## config.mk

```make
export PLATFORM = sky130hd
export DESIGN_NAME = pcr_regbank
export DESIGN_NICKNAME = d
export VERILOG_FILES = /design/src/rtl/pcr_pkg.sv /design/src/rtl/pcr_decode.sv /design/src/rtl/pcr_store.sv /design/src/rtl/pcr_lockmap.sv /design/src/rtl/pcr_regbank.sv
export SDC_FILE = /design/constraint.sdc
export NUM_CORES = 1
export LEC_CHECK = 0
export BUFFER_PORTS_ARGS = -buffer_cell sky130_fd_sc_hd__buf_2
export CORE_UTILIZATION = 50
export CTS_BUF_LIST = sky130_fd_sc_hd__clkbuf_4 sky130_fd_sc_hd__clkbuf_8 sky130_fd_sc_hd__clkbuf_16
export CTS_CLUSTER_DIAMETER = 50
export DETAILED_ROUTE_END_ITERATION = 7
export GPL_ROUTABILITY_DRIVEN = 0
export GPL_TIMING_DRIVEN = 0
export PLACE_DENSITY = 0.72
export SYNTH_ARGS = -nofsm -noshare
export SYNTH_HDL_FRONTEND = slang
export SYNTH_HIERARCHICAL = 1
export SYNTH_SLANG_ARGS = --single-unit
```

## constraint.sdc

```tcl
create_clock -name clk -period 5.6 [get_ports clk]
set_clock_uncertainty 0.1 [all_clocks]
set_input_delay 0.56 -clock clk [delete_from_list [all_inputs] [get_ports clk]]
set_output_delay 0.56 -clock clk [all_outputs]
set_load 0.01 [all_outputs]
```

## src/rtl/pcr_pkg.sv

```systemverilog
package pcr_pkg;
   typedef enum logic [2:0] {
      K_LOCK = 3'd0,
      K_PLL  = 3'd1,
      K_CHAN = 3'd2,
      K_DIV  = 3'd3,
      K_NONE = 3'd4
   } word_kind_e;

   localparam logic [1:0] SIZE_WORD = 2'd2;
   localparam int KEY_LSB   = 24;
   localparam int DATA_BITS = 32;
endpackage

```

## src/rtl/pcr_decode.sv

```systemverilog
module pcr_decode
   import pcr_pkg::*;
#(
   parameter int NUM_PLL    = 4,
   parameter int CH_PER_PLL = 2,
   parameter int NUM_DIV    = 3,
   parameter int IDX_W      = 5
) (
   input  logic [IDX_W-1:0] word_idx,
   output word_kind_e       kind,
   output logic [IDX_W-1:0] sub
);
   localparam int NUM_CH   = NUM_PLL * CH_PER_PLL;
   localparam int PLL_BASE = 1;
   localparam int CH_BASE  = PLL_BASE + NUM_PLL;
   localparam int DIV_BASE = CH_BASE + NUM_CH;
   localparam int MAP_END  = DIV_BASE + 2 * NUM_DIV;

   logic [IDX_W-1:0] off_div;

   always_comb begin
      kind    = K_NONE;
      sub     = '0;
      off_div = word_idx - IDX_W'(DIV_BASE);
      if (word_idx == '0) begin
         kind = K_LOCK;
      end else if (word_idx < IDX_W'(CH_BASE)) begin
         kind = K_PLL;
         sub  = word_idx - IDX_W'(PLL_BASE);
      end else if (word_idx < IDX_W'(DIV_BASE)) begin
         kind = K_CHAN;
         sub  = word_idx - IDX_W'(CH_BASE);
      end else if (word_idx < IDX_W'(MAP_END)) begin
         kind = K_DIV;
         sub  = off_div >> 1;
      end
   end
endmodule

```

## src/rtl/pcr_store.sv

```systemverilog
module pcr_store #(
   parameter int NUM_PLL    = 4,
   parameter int CH_PER_PLL = 2,
   parameter int NUM_DIV    = 3,
   parameter int IDX_W      = 5,
   parameter logic [31:0] PLL_RST  = 32'h0000_0001,
   parameter logic [31:0] CH_RST   = 32'h0000_0000,
   parameter logic [31:0] DCTL_RST = 32'h0000_0000,
   parameter logic [31:0] DDIV_RST = 32'h0000_1000
) (
   input  logic             clk,
   input  logic             rst_n,
   input  logic             wr_en,
   input  logic [IDX_W-1:0] wr_idx,
   input  logic [31:0]      wr_data,
   output logic [31:0]      words [2**IDX_W]
);
   localparam int SPACE    = 2 ** IDX_W;
   localparam int CH_BASE  = 1 + NUM_PLL;
   localparam int DIV_BASE = CH_BASE + NUM_PLL * CH_PER_PLL;
   localparam int MAP_END  = DIV_BASE + 2 * NUM_DIV;

   for (genvar w = 0; w < SPACE; w++) begin : g_word
      if (w == 0 || w >= MAP_END) begin : g_hole
         assign words[w] = '0;
      end else begin : g_flop
         localparam logic [31:0] RST_VAL =
            (w < CH_BASE)              ? PLL_RST  :
            (w < DIV_BASE)             ? CH_RST   :
            (((w - DIV_BASE) % 2) == 0) ? DCTL_RST : DDIV_RST;
         logic [31:0] q;
         always_ff @(posedge clk) begin
            if (!rst_n)
               q <= RST_VAL;
            else if (wr_en && wr_idx == IDX_W'(w))
               q <= wr_data;
         end
         assign words[w] = q;
      end
   end

   assert_wr_clean_R2: assert property (@(posedge clk) disable iff (!rst_n)
      wr_en |-> wr_data[31:24] == 8'h00);

   assert_wr_lands_R6: assert property (@(posedge clk) disable iff (!rst_n)
      wr_en |=> words[$past(wr_idx)] == $past(wr_data));
endmodule

```

## src/rtl/pcr_lockmap.sv

```systemverilog
module pcr_lockmap #(
   parameter int NUM_PLL  = 4,
   parameter int PD_BIT   = 0,
   parameter int ARST_BIT = 1
) (
   input  logic [31:0] pll_ctrl [NUM_PLL],
   output logic [31:0] lock_word
);
   for (genvar p = 0; p < 32; p++) begin : g_bit
      if (p < NUM_PLL) begin : g_pll
         assign lock_word[p] = !pll_ctrl[p][PD_BIT] && !pll_ctrl[p][ARST_BIT];
      end else begin : g_pad
         assign lock_word[p] = 1'b0;
      end
   end
endmodule

```

## src/rtl/pcr_regbank.sv

```systemverilog
module pcr_regbank
   import pcr_pkg::*;
#(
   parameter int NUM_PLL    = 4,
   parameter int CH_PER_PLL = 2,
   parameter int NUM_DIV    = 3,
   parameter int ADDR_W     = 7,
   parameter logic [7:0]  KEY      = 8'h5A,
   parameter logic [31:0] PLL_RST  = 32'h0000_0001,
   parameter logic [31:0] CH_RST   = 32'h0000_0000,
   parameter logic [31:0] DCTL_RST = 32'h0000_0000,
   parameter logic [31:0] DDIV_RST = 32'h0000_1000
) (
   input  logic                           clk,
   input  logic                           rst_n,
   input  logic                           req_valid,
   output logic                           req_ready,
   input  logic                           req_write,
   input  logic [1:0]                     req_size,
   input  logic [ADDR_W-1:0]              req_addr,
   input  logic [31:0]                    req_wdata,
   output logic                           rsp_valid,
   output logic                           rsp_err,
   output logic [31:0]                    rsp_rdata,
   output logic [NUM_PLL-1:0]             pll_upd,
   output logic [NUM_PLL*CH_PER_PLL-1:0]  chan_upd,
   output logic [NUM_DIV-1:0]             div_upd
);
   localparam int IDX_W     = ADDR_W - 2;
   localparam int NUM_CH    = NUM_PLL * CH_PER_PLL;
   localparam int NUM_WORDS = 1 + NUM_PLL + NUM_CH + 2 * NUM_DIV;

   initial begin
      assert (NUM_PLL >= 1 && NUM_PLL <= 32) else $error("NUM_PLL out of range");
      assert (CH_PER_PLL >= 1 && NUM_DIV >= 1) else $error("empty channel or divider set");
      assert (NUM_WORDS <= (1 << IDX_W)) else $error("map exceeds address space");
   end

   logic             ready_q;
   logic             fire, bad_acc, key_ok, wr_ok;
   logic [IDX_W-1:0] word, sub;
   word_kind_e       kind;
   logic [31:0]      words [2**IDX_W];
   logic [31:0]      pll_ctrl [NUM_PLL];
   logic [31:0]      lock_word, rd_mux, wr_clean;
   logic [NUM_PLL-1:0] pll_nxt;
   logic [NUM_CH-1:0]  chan_nxt;
   logic [NUM_DIV-1:0] div_nxt;

   assign req_ready = ready_q;
   assign fire      = req_valid && ready_q;
   assign word      = req_addr[ADDR_W-1:2];
   assign bad_acc   = (req_size != SIZE_WORD) || (req_addr[1:0] != 2'b00);
   assign key_ok    = req_wdata[DATA_BITS-1:KEY_LSB] == KEY;
   assign wr_ok     = fire && req_write && !bad_acc && key_ok &&
                      (kind == K_PLL || kind == K_CHAN || kind == K_DIV);
   assign wr_clean  = {8'h00, req_wdata[KEY_LSB-1:0]};

   pcr_decode #(.NUM_PLL(NUM_PLL), .CH_PER_PLL(CH_PER_PLL), .NUM_DIV(NUM_DIV),
                .IDX_W(IDX_W)) u_decode (
      .word_idx(word), .kind(kind), .sub(sub));

   pcr_store #(.NUM_PLL(NUM_PLL), .CH_PER_PLL(CH_PER_PLL), .NUM_DIV(NUM_DIV),
               .IDX_W(IDX_W), .PLL_RST(PLL_RST), .CH_RST(CH_RST),
               .DCTL_RST(DCTL_RST), .DDIV_RST(DDIV_RST)) u_store (
      .clk(clk), .rst_n(rst_n), .wr_en(wr_ok), .wr_idx(word),
      .wr_data(wr_clean), .words(words));

   for (genvar p = 0; p < NUM_PLL; p++) begin : g_pllsel
      assign pll_ctrl[p] = words[1 + p];
      assign pll_nxt[p]  = wr_ok && kind == K_PLL && sub == IDX_W'(p);
   end

   for (genvar c = 0; c < NUM_CH; c++) begin : g_chsel
      assign chan_nxt[c] = wr_ok &&
         ((kind == K_PLL  && sub == IDX_W'(c / CH_PER_PLL)) ||
          (kind == K_CHAN && sub == IDX_W'(c)));
   end

   for (genvar d = 0; d < NUM_DIV; d++) begin : g_divsel
      assign div_nxt[d] = wr_ok && kind == K_DIV && sub == IDX_W'(d);
   end

   pcr_lockmap #(.NUM_PLL(NUM_PLL), .PD_BIT(0), .ARST_BIT(1)) u_lock (
      .pll_ctrl(pll_ctrl), .lock_word(lock_word));

   always_comb begin
      unique case (kind)
         K_LOCK:  rd_mux = lock_word;
         K_NONE:  rd_mux = '0;
         default: rd_mux = words[word];
      endcase
   end

   always_ff @(posedge clk) begin
      if (!rst_n) begin
         ready_q   <= 1'b0;
         rsp_valid <= 1'b0;
         rsp_err   <= 1'b0;
         rsp_rdata <= '0;
         pll_upd   <= '0;
         chan_upd  <= '0;
         div_upd   <= '0;
      end else begin
         ready_q   <= 1'b1;
         rsp_valid <= fire;
         rsp_err   <= fire && bad_acc;
         rsp_rdata <= (fire && !req_write && !bad_acc) ? rd_mux : '0;
         pll_upd   <= pll_nxt;
         chan_upd  <= chan_nxt;
         div_upd   <= div_nxt;
      end
   end

   assert_keyless_quiet_R1: assert property (@(posedge clk) disable iff (!rst_n)
      fire && req_write && !key_ok |=> pll_upd == '0 && chan_upd == '0 && div_upd == '0);

   assert_bad_access_R3: assert property (@(posedge clk) disable iff (!rst_n)
      fire && bad_acc |=> rsp_err && rsp_rdata == '0 &&
                          pll_upd == '0 && chan_upd == '0 && div_upd == '0);

   assert_rsp_follows_R6: assert property (@(posedge clk) disable iff (!rst_n)
      fire |=> rsp_valid);

   assert_one_pll_R7: assert property (@(posedge clk) disable iff (!rst_n)
      $onehot0(pll_upd));

   assert_chan_bound_R8: assert property (@(posedge clk) disable iff (!rst_n)
      $countones(chan_upd) <= CH_PER_PLL);

   assert_one_div_R9: assert property (@(posedge clk) disable iff (!rst_n)
      $onehot0(div_upd));

   assert_pulse_ok_R6: assert property (@(posedge clk) disable iff (!rst_n)
      (pll_upd != '0 || chan_upd != '0 || div_upd != '0) |-> rsp_valid && !rsp_err);
endmodule

```

==> results by group <==
Run status
  – Status: complete, no violations

Timing
  – Worst Max-Slew Pin Slew: 1460 ps
  – Rel. slew slack: 2.47%
  – Period utilization: 83.4%
  – Fin. max-slew vios: 0
  – Hold_ws: 93.9 ps
  – Minimum clock period: 4670 ps
  – RSZ-0062 raised after global routing: false
  – Sum Neg Setup Slack: 0 ps
  – Fmax: 214 MHz
  – Final Hold Vio Count: 0
  – Final Setup Violations: 0

Pwr
  – P_leak: 19.8 nW
  – Power share of the combinational group: 11.8%
  – Final total power: 0.0111 W
  – Net Sw Frac: 26.5%
  – Internal: 0.00813 W
  – Clock Power Share: 47.9%
  – Sequential share of power: 40.2%
  – Worst IR Drop VDD: 0.223 mV
  – Cell Pwr Density: 268 mW/mm²
  – Switching power: 0.00294 W

Yosys
  – Synth top area share: 35.7%
  – Yosys cell types: 61
  – Post-synth ARST share: 0%
  – Synth area leaders: dfxtp_1 36%, mux2i_1 22%, buf_4 11%
  – Count leader, synth: mux2i_1
  – Synth area leader: dfxtp_1
  – EDFF count, synth: 0
  – Synthesized area: 0.0351 mm²
  – Post-synth top flop: dfxtp_1
  – Mapped Cells: 3469
  – Most common library cells after synthesis: 779 x mux2i_1, 639 x nand2_1, 626 x dfxtp_1
  – Yosys reg bits: 626
  – Avg Inst Size Synth: 10.1 µm²
  – Ys Warns: 6
  – Seq/Total Area, Yosys: 35.7%

Final layout
  – Growth of design area from synthesis to finish: 17.6%
  – Ant. Diodes: 0
  – Area of the multi-input gates: 0.0193 mm²
  – Layout Nets: 4175
  – Layout cell share with drive strength beyond 1: 26.1%
  – Final design area excluding fillers: 0.0413 mm²
  – Seq. cell area: 0.0125 mm²
  – Number of fill cells in the layout: 5873

Setup path
  – Crit-path slowest cell: nor3_1
  – RR Startpoint: req_ready$_DFF_P_
  – Critical Path End Type: register
  – Worst EP required: 5980 ps
  – Buffers & Inverters on Critical Path: 4
  – Crit path cell chain: buf_2 -> inv_1 -> ha_1 -> buf_4 -> mux2_2 -> o32a_1 -> o21ai_1 -> o211a_1 -> nand3_1 -> nor3_1 -> nor2b_1 -> nand3_1 -> buf_2 -> mux2i_1
  – Flop2flop setup slack: 1900 ps
  – Worst reg2reg path depth: 5
  – Maximum fanout along the worst path: 10
  – FF-to-FF End: rsp_rdata[31]$_SDFF_PN0_
  – CP Launch Type: input pin
  – Max incr delay on CP: 960 ps
  – CP Class: in2reg
  – Critical Path AT: 5050 ps
  – Family with the most delay on the worst path: simple AND/OR/NAND/NOR gates

Placed design
  – HPWL after DPL: 82000 µm
  – Port Buf Inserts: 94
  – Placed Area: 0.0386 mm²

Hold path
  – Worst min path class: in2reg
  – Hold Path End: rsp_err$_SDFF_PN0_
  – Hold path cells: 3
  – Worst hold start: req_addr[0]

Global route
  – First-pass GRT wire length: 173000 µm
  – Top Usage Layer GRT: met2
  – Largest net degree at the start of global routing: 18
  – Met2 Usage GRT: 51.3%
  – Met3 usage: 7.31%
  – Initial antenna violation count: 2
  – Number of global-route vias before repair: 26900
  – Global route overflow: 0
  – Gr usage total: 33.4%
  – Global routing usage on met1: 42.2%

Clock tree
  – CTS tree: yes
  – Post-CTS resize count: 0
  – CTS Root Cell: clkbuf_16
  – Clk slew on worst S/H paths: 60 ps
  – Clock Tree Buf Depth: 3
  – Clock sink total: 626
  – # hold bufs at CTS: 1
  – Clock Latency Late Sink: 640 ps
  – Cts bufs inserted: 80
  – Max H-tree Level: 3
  – Post-CTS Setup Repair Bufs: 0

Drt
  – Vias per cell: 5.50
  – Antenna-violating nets left: 0
  – Initial DRC Count: 2804
  – First drt pass iteration count: 7
  – Final wirelength: 120000 µm
  – Via count: 28200
  – Post-route DRC: 0
  – Drt wl/cell: 23.5 µm

Die
  – I/O pin count: 95
  – Starting Density: 50.9%
  – Die H: 267 µm
  – Row cnt: 96
  – Die area: 0.0714 mm²
  – Placeable Area: 0.0691 mm²
  – Die width: 267 µm

Run
  – Max cap viols: 0
cells by family after synthesis:
group	after synthesis	share of synthesized area, %
AND/OR/NAND/NOR	806	9.96
flip-flops	626	35.7
adder cells (fa/ha/maj)	2	0.0712
multiplexers	964	32.9
buffers and inverters	770	14.6
AO/OA/AOI/OAI	298	6.73
other	3	0.0320
worst register-to-register path, delay by kind of cell (launching register included):
family / cells / cell delay [ps]
buffers and inverters: 1 / 690
DFF: 1 / 360
AOI/OAI and AO/OA: 2 / 1090
and+or+nand+nor: 2 / 1280
power groups by stage:
| stage | Clock, W | Sequential [W] | Combinational, W |
|---|---|---|---|
| 2_1_floorplan | 0 | 0.00455 | 0.000862 |
| 3_3_place_gp | 0 | 0.00455 | 0.00120 |
| 3_5_place_dp | 0 | 0.00455 | 0.00121 |
| 4_1_cts | 0.00533 | 0.00446 | 0.00121 |
| 5_1_grt | 0.00553 | 0.00445 | 0.00136 |
| 6_report | 0.00531 | 0.00446 | 0.00131 |
layer usage:
| layer | part of all wire, % | vias up |
|---|---|---|
| met1 | 39 | 13500 |
| met4 | 7.3 | 4 |
| li1 | - | 12600 |
| met3 | 10 | 432 |
| met5 | 0.022 | - |
| met2 | 44 | 1537 |
placed cells by master, fill, tap and decap left out, types with 53 or more instances in the layout:
cell type / instances
mux2i_1: 779
nand2_1: 639
dfxtp_1: 626
buf_4: 534
conb_1: 484
buf_2: 178
mux4_2: 151
clkbuf_1: 124
clkbuf_16: 80
a22oi_1: 65
nor2b_1: 54
a2111oi_0: 53
per-stage QoR:
step / worst slack [ps] / utilization [%] / std cells
after CTS: 1160 / 59.9 / 5121
after detailed placement: 513 / 55.9 / 4976
after global routing: 819 / 59.9 / 5121
after global placement: 119 / 55.9 / 4975
final: 931 / 59.9 / 5121
after floorplan: 2260 / - / 3950
flip-flops by register name, indices dropped and copies added (netlist names):
name                     flops
rsp_err                      1
div_upd                      3
chan_upd                     8
u_store/g_word.g_flop.q    576
req_ready                    1
rsp_valid                    1
rsp_rdata                   32
pll_upd                      4
layout make-up:
class / instances / area share (%)
multi-input combinational: 2554 / 46.7
tap: 931 / 2.82
clock inverter: 41 / 1.18
clock buffer: 103 / 5.41
sequential: 626 / 30.3
inverter: 7 / 0.0636
buffer: 763 / 12.4
timing repair buffer: 96 / 1.19
how the worst max path moves through the flow:
stage / from / to / slack, ps / cells after the start
2_1_floorplan: req_addr[2] / u_store/g_word[12].g_flop.q[12]$_SDFFE_PN0P_ / 2260 / 14
3_3_place_gp: req_addr[2] / rsp_rdata[2]$_SDFF_PN0_ / 120 / 12
3_5_place_dp: req_addr[2] / u_store/g_word[16].g_flop.q[1]$_SDFFE_PN0P_ / 510 / 14
4_1_cts: req_addr[2] / u_store/g_word[16].g_flop.q[17]$_SDFFE_PN0P_ / 1160 / 14
5_1_grt: req_addr[2] / u_store/g_word[16].g_flop.q[17]$_SDFFE_PN0P_ / 820 / 14
6_report: req_addr[2] / u_store/g_word[16].g_flop.q[17]$_SDFFE_PN0P_ / 930 / 14
Note: power is estimated with default switching activity, not from simulation.
